## src/rtl/acc_alu_pkg.sv

```systemverilog
package acc_alu_pkg;
  typedef enum logic [3:0] {
    OP_ADD  = 4'd0,
    OP_SUB  = 4'd1,
    OP_INC  = 4'd2,
    OP_DEC  = 4'd3,
    OP_AND  = 4'd4,
    OP_IOR  = 4'd5,
    OP_XOR  = 4'd6,
    OP_COM  = 4'd7,
    OP_MOV  = 4'd8,
    OP_RLF  = 4'd9,
    OP_RRF  = 4'd10,
    OP_SWAP = 4'd11
  } alu_op_e;

  localparam int NFLAG  = 3;
  localparam int FL_C   = 0;
  localparam int FL_DC  = 1;
  localparam int FL_Z   = 2;

  typedef logic [NFLAG-1:0] flag_vec_t;
endpackage

```

## src/rtl/acc_alu_arith.sv

```systemverilog
module acc_alu_arith
  import acc_alu_pkg::*;
#(
  parameter int DW = 8
) (
  input  logic [3:0]    op,
  input  logic [DW-1:0] f,
  input  logic [DW-1:0] w,
  output logic [DW-1:0] sum,
  output logic          c_out,
  output logic          dc_out
);
  localparam int HALF = DW / 2;

  logic [DW-1:0] b_opnd;
  logic          cin;
  logic [DW:0]   full;
  logic [HALF:0] low;

  always_comb begin
    b_opnd = w;
    cin    = 1'b0;
    case (op)
      OP_ADD: begin b_opnd = w;       cin = 1'b0; end
      OP_SUB: begin b_opnd = ~w;      cin = 1'b1; end
      OP_INC: begin b_opnd = '0;      cin = 1'b1; end
      OP_DEC: begin b_opnd = '1;      cin = 1'b0; end
      default: begin b_opnd = w;      cin = 1'b0; end
    endcase
  end

  assign full   = {1'b0, f} + {1'b0, b_opnd} + {{DW{1'b0}}, cin};
  assign low    = {1'b0, f[HALF-1:0]} + {1'b0, b_opnd[HALF-1:0]} + {{HALF{1'b0}}, cin};
  assign sum    = full[DW-1:0];
  assign c_out  = full[DW];
  assign dc_out = low[HALF];
endmodule

```

## src/rtl/acc_alu_logic.sv

```systemverilog
module acc_alu_logic
  import acc_alu_pkg::*;
#(
  parameter int DW = 8
) (
  input  logic [3:0]    op,
  input  logic [DW-1:0] f,
  input  logic [DW-1:0] w,
  output logic [DW-1:0] res
);
  localparam int HALF = DW / 2;

  always_comb begin
    case (op)
      OP_AND:  res = w & f;
      OP_IOR:  res = w | f;
      OP_XOR:  res = w ^ f;
      OP_COM:  res = ~f;
      OP_SWAP: res = {f[HALF-1:0], f[DW-1:HALF]};
      default: res = f;
    endcase
  end
endmodule

```

## src/rtl/acc_alu_rot.sv

```systemverilog
module acc_alu_rot #(
  parameter int DW = 8
) (
  input  logic          to_left,
  input  logic [DW-1:0] f,
  input  logic          cin,
  output logic [DW-1:0] res,
  output logic          cout
);
  always_comb begin
    if (to_left) begin
      res  = {f[DW-2:0], cin};
      cout = f[DW-1];
    end else begin
      res  = {cin, f[DW-1:1]};
      cout = f[0];
    end
  end
endmodule

```

## src/rtl/acc_alu_flagmask.sv

```systemverilog
module acc_alu_flagmask
  import acc_alu_pkg::*;
(
  input  logic [3:0] op,
  output flag_vec_t  mask
);
  always_comb begin
    mask = '0;
    case (op)
      OP_ADD, OP_SUB: begin
        mask[FL_C]  = 1'b1;
        mask[FL_DC] = 1'b1;
        mask[FL_Z]  = 1'b1;
      end
      OP_INC, OP_DEC, OP_AND, OP_IOR, OP_XOR, OP_COM, OP_MOV:
        mask[FL_Z] = 1'b1;
      OP_RLF, OP_RRF:
        mask[FL_C] = 1'b1;
      default: mask = '0;
    endcase
  end
endmodule

```

## src/rtl/acc_alu.sv

```systemverilog
module acc_alu
  import acc_alu_pkg::*;
#(
  parameter int DW = 8
) (
  input  logic          clk,
  input  logic          rst_n,
  input  logic          op_valid,
  input  logic [3:0]    op_code,
  input  logic          dest_bit,
  input  logic [DW-1:0] w_opnd,
  input  logic [DW-1:0] f_opnd,
  input  logic [DW-1:0] status_in,
  output logic [DW-1:0] result,
  output logic          wr_file,
  output logic [DW-1:0] status_next,
  output logic [NFLAG-1:0] flag_we,
  output logic [NFLAG-1:0] flag_val
);
  logic [DW-1:0] ar_sum, lg_res, rt_res;
  logic          ar_c, ar_dc, rt_c;
  logic          is_arith, is_rot;
  flag_vec_t     mask, nf;
  flag_vec_t     we_d, val_d;
  logic          reg_en;

  acc_alu_arith #(.DW(DW)) u_arith (
    .op(op_code), .f(f_opnd), .w(w_opnd),
    .sum(ar_sum), .c_out(ar_c), .dc_out(ar_dc)
  );

  acc_alu_logic #(.DW(DW)) u_logic (
    .op(op_code), .f(f_opnd), .w(w_opnd), .res(lg_res)
  );

  acc_alu_rot #(.DW(DW)) u_rot (
    .to_left(op_code == OP_RLF), .f(f_opnd), .cin(status_in[FL_C]),
    .res(rt_res), .cout(rt_c)
  );

  acc_alu_flagmask u_mask (.op(op_code), .mask(mask));

  always_comb begin
    is_arith = (op_code == OP_ADD) || (op_code == OP_SUB) ||
               (op_code == OP_INC) || (op_code == OP_DEC);
    is_rot   = (op_code == OP_RLF) || (op_code == OP_RRF);
    if (is_arith)    result = ar_sum;
    else if (is_rot) result = rt_res;
    else             result = lg_res;
    nf[FL_C]  = is_rot ? rt_c : ar_c;
    nf[FL_DC] = ar_dc;
    nf[FL_Z]  = (result == '0);
  end

  assign wr_file = dest_bit;

  for (genvar b = 0; b < DW; b++) begin : g_status
    if (b < NFLAG) begin : g_flag
      assign status_next[b] = mask[b] ? nf[b] : status_in[b];
    end else begin : g_pass
      assign status_next[b] = status_in[b];
    end
  end

  always_comb begin
    reg_en = op_valid | (|flag_we);
    we_d   = op_valid ? mask : '0;
    val_d  = op_valid ? (nf & mask) : '0;
  end

  always_ff @(posedge clk or negedge rst_n) begin
    if (!rst_n) begin
      flag_we  <= '0;
      flag_val <= '0;
    end else if (reg_en) begin
      flag_we  <= we_d;
      flag_val <= val_d;
    end
  end
endmodule

```

## config.mk

```make
export PLATFORM = sky130hd
export DESIGN_NAME = acc_alu
export DESIGN_NICKNAME = d
export VERILOG_FILES = /design/src/rtl/acc_alu_pkg.sv /design/src/rtl/acc_alu_arith.sv /design/src/rtl/acc_alu_logic.sv /design/src/rtl/acc_alu_rot.sv /design/src/rtl/acc_alu_flagmask.sv /design/src/rtl/acc_alu.sv
export SDC_FILE = /design/constraint.sdc
export NUM_CORES = 1
export LEC_CHECK = 0
export ABC_AREA = 1
export CAP_MARGIN = 20
export CORE_ASPECT_RATIO = 0.8
export CORE_MARGIN = 4
export CORE_UTILIZATION = 35
export DETAILED_ROUTE_END_ITERATION = 10
export SYNTH_ARGS = -nofsm -noshare
export SYNTH_HDL_FRONTEND = slang
export SYNTH_SLANG_ARGS = --single-unit
```

## constraint.sdc

```tcl
create_clock -name clk -period 17.6 [get_ports clk]
set_input_delay 5.28 -clock clk [delete_from_list [all_inputs] [get_ports clk]]
set_output_delay 5.28 -clock clk [all_outputs]
set_load 0.005 [all_outputs]
```

Word-level counts from Yosys, hierarchy flattened --
Cells that the tools add are included.
Cells by class: equality and inequality tests 11, mux-type cells 16, add/sub/neg operators 4, bitwise logic cells 7, reductions and logical operators 11
Operators by type and width (number):
- 8-bit one-hot mux with 5 select lines | 1
- 8-bit 2-to-1 mux | 3
- 8-bit one-hot mux with 3 select lines | 1
- 4-bit by 3-bit equality test with 1-bit output, second input constant | 4
- 4-bit equality test, second input constant | 4
- 8-bit NOT | 2
- 8-bit by 8-bit adder with 9-bit output | 1
- 9-bit by 1-bit adder with 9-bit output | 1
- 1-bit 2-to-1 mux | 9
- 9-bit OR reduction | 1
- 8-bit AND | 1
- 4-bit by 2-bit equality test with 1-bit output, second input constant | 2
- 8-bit zero test | 1
- 8-bit bitwise OR | 1
- 8-bit XOR | 1
- 3-bit 2-to-1 mux | 2
- 4-bit by 4-bit adder with 5-bit output | 1
- 5-bit by 1-bit adder with 5-bit output | 1
- 4-bit by 1-bit equality test with 1-bit output, second input constant | 1
- 4-bit zero test | 1
- 1-bit logical OR | 4
- 2-bit OR reduction | 2
- 4-bit OR reduction | 1
- 3-bit AND | 1
- other kinds (2) | 2
Storage, ports and cells: output and inout port bits 23, bits in registers 6, bits of input ports 32

Longest topological paths before layout --
Gate-level depths: netlist (run 1).
word-level depth 8, mapped depth 19, gate-level depth less buffers 19

Modules after synthesis --
A second synthesis (run 1) with hierarchy kept.
Second synthesis, totals: cells, all modules 377, area, all modules 2158.3 um^2
By module, submodules not included:
- acc_alu_logic | area an instance 813.3 um^2, times used 1, cells an instance 143
- acc_alu | area an instance 631.9 um^2, times used 1, cells an instance 105
- acc_alu_arith | area an instance 554.3 um^2, times used 1, cells an instance 89
- acc_alu_rot | area an instance 116.4 um^2, times used 1, cells an instance 29
- acc_alu_flagmask | area an instance 42.5 um^2, times used 1, cells an instance 11

Worst setup path before layout (run 1) --
No wires, ideal clock.
kind input-to-output, start input op_code[0], end output status_next[2], path buffers 1, slack 4648 ps, data required time 12320 ps, cell stages on the path 16, arrival time 7672 ps, cells stage by stage buf_4 nor2_1 nor2_1 nand2_1 o22ai_1 fa_1 fa_1 inv_1 a31o_2 xor2_1 nand2_1 nand2_1 nand2_1 nor2_2 nand3_1 nand2_1
On the way: cells in the longest elaborated chain, start to end 7
RTL lines:
- from (decl) | line acc_alu.sv:9 | input logic [3:0] op_code,
- 4-bit by 2-bit equality test with 1-bit output (tied with other cells) | line acc_alu_arith.sv:23, acc_alu_flagmask.sv:9, acc_alu.sv:45
- 8-bit one-hot mux with 3 select lines (tied with other cells) | line acc_alu_arith.sv:23 | case (op)
- 8-bit by 8-bit adder with 9-bit output (tied with other cells) | line acc_alu_arith.sv:32 | assign full = {1'b0, f} + {1'b0, b_opnd} + {{DW{1'b0}}, cin};
- 9-bit by 1-bit adder with 9-bit output or 1-bit logical OR (tied branches) | line acc_alu_arith.sv:32, acc_alu.sv:45
- 8-bit 2-to-1 mux | line acc_alu.sv:47 | if (is_arith) result = ar_sum;
- 8-bit zero test | line acc_alu.sv:52 | nf[FL_Z] = (result == '0);
- 1-bit 2-to-1 mux (*) | line acc_alu.sv:59 | assign status_next[b] = mask[b] ? nf[b] : status_in[b];
- to (decl) | line acc_alu.sv:16 | output logic [DW-1:0] status_next,
Every way passes the cells marked *; elsewhere a longest branch is shown, timed or not.

Final worst setup path (run 1) --
start input op_code[2], end output status_next[2]
The elaborated chain is that of the path after synthesis.

==> impl_metrics.py, run 1 <==
metrics = {
    "grt": {
        "antenna_found_initial": 0,
        "grt_pass1_wl_um": 9720,
        "grt_pass1_vias": 1974,
        "track_usage": 0.175,
        "grt_max_degree": 20,
        "gr-total-overflow": 0,
    },
    "timing": {
        "hold_viol": 0,
        "setup_tns_ns": 0,
        "fin_skew_ns": 0.000338,
        "fmax_mhz": 66.1,
        "drv_slew": 0,
        "fin_crit_ns": 15.14,
        "setup_violations": 0,
        "fin_ws_ns": 2.46,
        "rsz0062_at_grt": "no",
        "finalCritPeriodShare": 0.860,
        "slew_headroom": 0.413,
        "worst_slew_pin_slew_ns": 0.878,
    },
    "floorplanning": {
        "core_area_um2": 5440,
        "dieHeight_um": 75.0,
        "die_area_um2": 6880,
        "die_x_um": 91.7,
        "initial_utilization": 0.361,
        "num_rows": 24,
        "io_pins": 55,
    },
    "synthesis": {
        "synth-edff-count": 0,
        "synth.top_cells.by_count": "123 x nand2_1, 56 x inv_1, 24 x ha_1, 23 x a21oi_1, 21 x o21ai_0",
        "synth-seq-cells": 6,
        "synth_top_area_share": 0.235,
        "ys.flop_type": "dfrtp_1",
        "syn-cell-area_um2": 1960,
        "yosysSeqAreaShare": 0.0765,
        "async_reset_ff_frac": 1.00,
        "synth_cell_types": 33,
        "syn_avg_cell_area_um2": 5.63,
        "syn_nets": 407,
        "yosys-top-cells-area": "nand2_1 24%, ha_1 15%, inv_1 11%",
        "postSynthCellCount": 349,
        "synth_area_leader_cell": "nand2_1",
        "synth_most_common_cell": "nand2_1",
        "yosysWarnings": 0,
    },
    "detailed_routing": {
        "wl_um": 5820,
        "wire_per_inst_um": 12.6,
        "dr.pass1.iters": 4,
        "postRouteAntennaNets": 0,
        "drcViolationCount": 0,
        "dr.first_iter.drc_count": 207,
        "routed-via-count": 2196,
        "avgViaCountPerCell": 4.75,
    },
    "cts": {
        "cts_setup_buffers": 0,
        "tritoncts": "done",
        "clockRootBuffer": "clkbuf_8",
        "ctsHtreeMaxLevel": 1,
        "cts.sinks": 6,
        "ctsResizeCount": 0,
        "cts_hold_buf": 0,
        "clockBufferDepth": 2,
        "cts_buffers": 3,
        "clkLatencyLatePin_ns": 0.22,
        "path_clk_slew_ns": 0.04,
    },
    "worst_setup_path": {
        "crit_required_ns": 12.32,
        "cp_max_fo": 14,
        "crit_arrival_ns": 9.86,
        "worstSetupPathType": "in -> out",
        "end_kind": "output pin",
        "cp-start-kind": "input pin",
        "reg2reg_depth": 3,
    },
    "pwr": {
        "ir_drop_v": 0.0000207,
        "powerDensity_nw_per_um2": 40.4,
        "p_leak_nw": 1.36,
    },
    "job": {
        "cap_violations": 0,
    },
    "placed_design": {
        "dp_hpwl_um": 4840,
        "dp_slack_ns": 2.49,
        "gp_congestion": 0.926,
        "port_buffers": 42,
    },
    "min_path": {
        "whs_path_depth": 2,
        "min_path_type": "reg -> reg",
    },
    "layout": {
        "n_fill_cell": 585,
        "antennaDiodeCount": 0,
        "final_util": 0.450,
        "fin_nets": 444,
        "syn_to_final_growth_pct": 24.5,
        "drive_gt1_frac": 0.0781,
    },
    "status": {
        "status": "finished, final reports clean",
    },
}
[logic make-up (layout without fill, tap and decap cells)]
logic type                 Yosys count  count (layout)  synth area share
and+or+nand+nor                    178             178             0.408
adders and majority gates           26              26             0.173
AOI/OAI and AO/OA                   60              60             0.164
DFF                                  6               6            0.0765
buffers and inverters               77             112             0.170
xor gates and xnor gates             2               2           0.00892
[critical path, stage by stage]
cell and delay [ns]:
clkdlybuf4s50_1 0.57, nor2_1 0.74, inv_1 0.27, nor2_1 0.28, nand2_1 0.27, o22ai_1 0.31
inv_1 0.09, ha_1 0.28, nand2_1 0.05, o21ai_0 0.38, a21oi_1 0.16, nand2_1 0.09
nand3_1 0.07, nand2_1 0.11, nand2_1 0.06, nor2_2 0.18, nand3_1 0.10, nand2_1 0.06
clkdlybuf4s50_1 0.49
[where the power goes]
group | switching (W) | total (W) | internal [W]
clock | 0.00000572 | 0.0000204 | 0.0000147
sequential | 0.000000304 | 0.0000147 | 0.0000144
combinational | 0.0000362 | 0.0000637 | 0.0000275
total | 0.0000422 | 0.0000988 | 0.0000566
[metal layers]
layer  global-route usage  part of all wire  wire length, um  up-vias
li1                     -                 -                -     1154
met1                0.268              0.50             2880      964
met2                0.272              0.43             2510       76
met3               0.0250             0.070              406        2
met4               0.0148            0.0031               18        0
met5                    0                 0                0        -
[cells in the final DEF, fill, tap and decap left out]
cell             instances
o21a_1                   1
o22ai_1                  2
o21ai_1                  8
nand2_2                  2
nor2_1                  19
ha_1                    24
a21oi_1                 23
clkinv_1                 4
o21bai_1                 1
nor4_1                   1
o21ai_2                  2
nand2_1                123
nor3_1                   1
nand3_1                 15
nand2_4                  5
nor2_8                   1
inv_1                   56
clkbuf_8                 3
a31o_2                   1
nand4_1                  2
clkdlybuf4s50_1         42
fa_1                     2
nor2_4                   2
inv_4                    1
nand2_8                  1
xor2_1                   2
o21ai_0                 21
or2_2                    1
o211ai_1                 1
dfrtp_1                  6
inv_2                    6
nor2_2                   5
[flip-flops by register name, indices dropped and copies added, names as in the netlist]
register / count
flag_val: 3
flag_we: 3
[layout make-up]
| class | instances | area [um2] | share of cell area |
|---|---|---|---|
| multi-input cells | 266 | 1480 | 0.606 |
| well taps | 78 | 97.6 | 0.0399 |
| inverters | 67 | 254 | 0.104 |
| flip-flops and latches | 6 | 150 | 0.0614 |
| repair buffers | 42 | 420 | 0.172 |
| clock buffers | 3 | 41.3 | 0.0169 |
[final timing paths]
kind,to,startpoint,slack [ns]
worst min register to register,flag_val[0],flag_val[0],0.48
max in group asynchronous,flag_val[2],rst_n,12.08
worst max-delay path,status_next[2],op_code[2],2.46
worst max register to register,flag_val[1],flag_we[1],16.48
worst min-delay path,flag_val[0],flag_val[0],0.48
min in group asynchronous,flag_we[0],rst_n,5.30
[metrics by stage]
| step | area, um2 | cells | total power, W | hold WS (ns) |
|---|---|---|---|---|
| after floorplan | 1960 | 349 | 0.0000541 | 0.472 |
| after global placement | 2400 | 459 | 0.0000780 | 0.474 |
| after detailed placement | 2400 | 459 | 0.0000782 | 0.472 |
| after CTS | 2440 | 462 | 0.0000995 | 0.482 |
| after global routing | 2440 | 462 | 0.000110 | 0.514 |
| final | 2440 | 462 | 0.0000988 | 0.476 |
No activity file was read; power rests on OpenSTA's default activity.
==> inputs of run 2 (changes only) <==
PLACE_DENSITY = 0.59   (was unset)
==> run 2 against run 1 <==
Final cell count rose by 0.22%. Clock skew barely moved. Utilization rose by 0.14 points. Via count rose by 0.36%. Global-route usage fell by 0.079 points. Critical path type unchanged. Sequential share of layout area barely moved. Critical path depth rose by 1. Die area did not move. Worst hold slack improved by 0.015 ns. First-iteration DRC count fell by 16%. Combinational power barely moved.
==> impl_metrics.py, run 2 (synthesis gave the netlist of run 1 again) <==
metrics = {
    "status": {
        "status": "finished, final reports clean",
    },
    "min_path": {
        "holdCritStartpoint": "flag_val[0]",
        "whs_path_depth": 2,
        "min_path_type": "reg -> reg",
        "holdPathEnd": "flag_val[0]",
    },
    "cts": {
        "clkLatencyLatePin_ns": 0.22,
        "tritoncts": "done",
        "cts_hold_buf": 0,
        "clockBufferDepth": 2,
        "clockRootBuffer": "clkbuf_8",
        "cts_setup_buffers": 0,
        "ctsHtreeMaxLevel": 1,
        "path_clk_slew_ns": 0.04,
        "ctsResizeCount": 0,
        "cts_buffers": 3,
        "cts.sinks": 6,
    },
    "timing": {
        "setup_violations": 0,
        "hold_viol": 0,
        "fin_skew_ns": 0.000451,
        "fmax_mhz": 68.7,
        "finalCritPeriodShare": 0.827,
        "slew_headroom": 0.629,
        "fin_crit_ns": 14.56,
        "setup_tns_ns": 0,
        "worst_slew_pin_slew_ns": 0.551,
        "drv_slew": 0,
        "rsz0062_at_grt": "no",
    },
    "worst_setup_path": {
        "reg2reg_depth": 3,
        "r2r-end": "flag_val[2]",
        "cp_slowest_stage_delay_ns": 0.57,
        "cp_max_fo": 14,
        "cp_cell_sequence": "clkdlybuf4s50_1 > nor2_1 > buf_4 > inv_1 > nor2_1 > nand2_1 > o22ai_1 > inv_1 > ha_1 > nand2_1 > o21ai_0 > nand3_1 > nand3_1 > nand2_1 > nand2_1 > nand3_1 > nor2_2 > nand3_1 > nand2_1 > clkdlybuf4s50_1",
        "crit_path_start": "op_code[2]",
        "critPathSlowestCell": "clkdlybuf4s50_1",
        "path_depth": 20,
        "rrSetupSlack_ns": 16.42,
        "path_common_cell": "nand2_1",
        "end_kind": "output pin",
        "crit_buf_inv": 5,
        "r2r_start": "flag_we[1]",
        "worstSetupPathType": "in -> out",
        "cp-start-kind": "input pin",
        "crit_family": "simple AND/OR/NAND/NOR gates",
        "crit_required_ns": 12.32,
        "crit_arrival_ns": 9.28,
    },
    "job": {
        "cap_violations": 0,
    },
    "placed_design": {
        "dp_hpwl_um": 4770,
        "placed_area_um2": 2410,
        "port_buffers": 42,
        "gp_congestion": 0.929,
    },
    "floorplanning": {
        "io_pins": 55,
        "num_rows": 24,
        "die_area_um2": 6880,
        "die_x_um": 91.7,
        "dieHeight_um": 75.0,
        "initial_utilization": 0.361,
        "core_area_um2": 5440,
    },
    "detailed_routing": {
        "routed-via-count": 2204,
        "dr.pass1.iters": 5,
        "postRouteAntennaNets": 0,
        "wl_um": 5840,
        "avgViaCountPerCell": 4.76,
        "drcViolationCount": 0,
        "wire_per_inst_um": 12.6,
        "dr.first_iter.drc_count": 174,
    },
    "layout": {
        "final_area_um2": 2450,
        "antennaDiodeCount": 0,
        "fin_nets": 445,
        "layout_common_cells": "123 x nand2_1, 56 x inv_1, 42 x clkdlybuf4s50_1",
        "n_fill_cell": 591,
        "syn_to_final_growth_pct": 24.9,
        "largest_registers": "flag_val: 3 flops, flag_we: 3 flops",
        "layout_commonest_cell": "nand2_1",
        "drive_gt1_frac": 0.0805,
    },
    "pwr": {
        "powerDensity_nw_per_um2": 40.5,
        "ir_drop_v": 0.0000195,
        "p_leak_nw": 1.36,
    },
    "grt": {
        "gr-total-overflow": 0,
        "grt_max_degree": 20,
        "antenna_found_initial": 0,
        "track_usage": 0.174,
        "grt_pass1_wl_um": 9690,
        "grt_pass1_vias": 2019,
    },
}
-- run 2: changes by cell type in the layout (fill, tap and decap cells not counted), sizes merged --
cell and delta:
buf +1
-- run 2: power by group --
group          switching [W]  total [W]  internal, W
clock             0.00000602  0.0000207    0.0000147
sequential       0.000000311  0.0000147    0.0000144
combinational      0.0000363  0.0000639    0.0000276
total              0.0000426  0.0000994    0.0000567
-- run 2: layer usage --
layer  vias up  global-route usage  wire length (um)  share of wire
met5         -                   0                 0              0
met4         0             0.00988                13         0.0022
met3         2              0.0210               366          0.063
met2        65               0.293              2550           0.44
met1       987               0.254              2910           0.50
li1       1150                   -                 -              -
-- run 2: worst reg2reg max path: cells and delay by family (launching register included) --
kind             cells  cell delay, ns
DFF                  1            0.37
and+or+nand+nor      3            0.74
-- run 2: stage by stage --
step / utilization / worst slack, ns / hold WS, ns / power [W] / cells
after floorplan: - / 4.65 / 0.472 / 0.0000541 / 349
after global placement: 0.443 / 3.16 / 0.473 / 0.0000781 / 460
after detailed placement: 0.443 / 3.09 / 0.474 / 0.0000783 / 460
after CTS: 0.451 / 3.08 / 0.494 / 0.0000995 / 463
after global routing: 0.451 / 2.62 / 0.517 / 0.000110 / 463
final: 0.451 / 3.04 / 0.491 / 0.0000994 / 463
-- run 2: layout make-up --
class	instances	area, um2	area share
multi-input cells	266	1480	0.604
repair buffers	43	428	0.175
inverters	67	254	0.104
flip-flops and latches	6	150	0.0613
well taps	78	97.6	0.0398
clock buffers	3	41.3	0.0168
-- run 2: how the worst max path moves through the flow --
stage,endpoint
3_5_place_dp,status_next[2]
6_report,status_next[2]
4_1_cts,status_next[2]
3_3_place_gp,status_next[2]
5_1_grt,status_next[2]
2_1_floorplan,status_next[2]
==> inputs of run 3 (changes only) <==
clock period = 15.13 ns   (was 17.6 ns; I/O delays follow)
==> run 3 against run 2 <==
Combinational power increased by 16%. Critical path depth unchanged. Largest power group unchanged. Sequential power increased by 16%. Total power increased by 16%. Final area unchanged.
==> impl_metrics.py, run 3 (synthesis gave the netlist of run 1 again) <==
metrics = {
    "layout": {
        "fin_nets": 445,
        "drive_gt1_frac": 0.0805,
        "fin_cells": 463,
        "layout_commonest_cell": "nand2_1",
        "largest_registers": "flag_val: 3 flops, flag_we: 3 flops",
        "antennaDiodeCount": 0,
        "syn_to_final_growth_pct": 24.9,
        "layout_common_cells": "123 x nand2_1, 56 x inv_1, 42 x clkdlybuf4s50_1",
    },
    "min_path": {
        "holdCritStartpoint": "flag_val[0]",
        "holdPathEnd": "flag_val[0]",
        "whs_path_depth": 2,
        "min_path_type": "reg -> reg",
    },
    "worst_setup_path": {
        "crit_family": "buffers and inverters",
        "rrSetupSlack_ns": 14.06,
        "end_kind": "output pin",
        "cp_cell_sequence": "clkdlybuf4s50_1 > nor2_1 > buf_4 > inv_1 > nor2_1 > nand2_1 > o22ai_1 > inv_1 > ha_1 > nand2_1 > o21ai_0 > nand3_1 > nand3_1 > nand2_1 > nand2_1 > nand3_1 > nor2_2 > nand3_1 > nand2_1 > clkdlybuf4s50_1",
        "r2r-end": "flag_val[0]",
        "crit_buf_inv": 5,
        "path_common_cell": "nand2_1",
        "cp_slowest_stage_delay_ns": 0.58,
        "crit_arrival_ns": 8.52,
        "worstSetupPathType": "in -> out",
        "r2r_start": "flag_we[1]",
        "crit_required_ns": 10.59,
        "critPathSlowestCell": "clkdlybuf4s50_1",
        "cp-start-kind": "input pin",
        "cp_max_fo": 14,
        "reg2reg_depth": 3,
    },
    "cts": {
        "cts.sinks": 6,
        "path_clk_slew_ns": 0.04,
        "cts_buffers": 3,
        "clkLatencyLatePin_ns": 0.22,
        "cts_setup_buffers": 0,
        "clockRootBuffer": "clkbuf_8",
        "cts_hold_buf": 0,
        "ctsResizeCount": 0,
        "ctsHtreeMaxLevel": 1,
        "clockBufferDepth": 2,
        "tritoncts": "done",
    },
    "status": {
        "status": "finished, final reports clean",
    },
    "pwr": {
        "powerDensity_nw_per_um2": 47.1,
        "p_leak_nw": 1.36,
        "ir_drop_v": 0.0000201,
        "p_total_w": 0.000115,
    },
    "floorplanning": {
        "die_area_um2": 6880,
        "die_x_um": 91.7,
        "io_pins": 55,
        "core_area_um2": 5440,
        "dieHeight_um": 75.0,
        "num_rows": 24,
        "initial_utilization": 0.361,
    },
    "detailed_routing": {
        "wire_per_inst_um": 12.5,
        "routed-via-count": 2168,
        "dr.first_iter.drc_count": 135,
        "dr.pass1.iters": 4,
        "avgViaCountPerCell": 4.68,
        "drcViolationCount": 0,
        "wl_um": 5780,
        "postRouteAntennaNets": 0,
    },
    "timing": {
        "fin_ws_ns": 2.08,
        "fin_crit_ns": 13.05,
        "rsz0062_at_grt": "no",
        "setup_tns_ns": 0,
        "slew_headroom": 0.640,
        "setup_violations": 0,
        "hold_viol": 0,
        "finalCritPeriodShare": 0.863,
        "fin_skew_ns": 0.00316,
        "worst_slew_pin_slew_ns": 0.535,
        "drv_slew": 0,
        "fmax_mhz": 76.6,
    },
    "grt": {
        "gr-total-overflow": 0,
        "grt_use_met1": 0.247,
        "grt.busiest_layer": "met2",
        "grt_max_degree": 20,
        "track_usage": 0.173,
        "grt_use_met3": 0.0180,
        "grt_pass1_wl_um": 9580,
        "grt_pass1_vias": 2009,
        "antenna_found_initial": 0,
        "grtUsageMet2": 0.299,
    },
    "placed_design": {
        "place_inst": 460,
        "dp_slack_ns": 2.13,
        "port_buffers": 42,
        "gp_congestion": 0.929,
        "dp_hpwl_um": 4810,
    },
    "job": {
        "cap_violations": 0,
    },
}
## run 3: cell counts in the layout (fill, tap and decap cells not counted)
Identical to the previous run, type by type.
## run 3: layout make-up
cell class | count | area (um2)
Tap cell | 78 | 97.6
Fill cell | 615 | 2980
Sequential cell | 6 | 150
Inverter | 67 | 254
Timing Repair Buffer | 43 | 428
Clock buffer | 3 | 41.3
Multi-Input combinational cell | 266 | 1480
## run 3: through the flow
| stage | area (um2) | utilization | hold slack (ns) |
|---|---|---|---|
| 6_report | 2450 | 0.451 | 0.481 |
| 5_1_grt | 2450 | 0.451 | 0.514 |
| 4_1_cts | 2450 | 0.451 | 0.482 |
| 3_5_place_dp | 2410 | 0.443 | 0.470 |
| 3_3_place_gp | 2410 | 0.443 | 0.473 |
| 2_1_floorplan | 1960 | - | 0.472 |
## run 3: worst reg2reg max path: cells and delay by family, from the launching register on
family,cells,cell delay (ns)
DFF,1,0.37
and+or+nand+nor,3,0.64
## run 3: where the power goes
group / internal, W / switching [W]
Sequential: 0.0000168 / 0.000000347
Clock: 0.0000171 / 0.00000729
Combinational: 0.0000320 / 0.0000419
## run 3: worst max path at each step
stage,startpoint,end,slack [ns],cells past startpoint
after floorplan,op_code[0],status_next[2],3.66,16
after global placement,op_code[2],status_next[2],2.17,20
after detailed placement,op_code[2],status_next[2],2.13,20
after CTS,op_code[2],status_next[2],2.12,20
after global routing,op_code[2],status_next[2],1.68,20
final,op_code[2],status_next[2],2.08,20
## run 3: per-layer routing
layer  vias up  routed length, um
met5         -                  0
met3         0                285
met4         0                  0
li1       1157                  -
met1       965               2980
met2        46               2510
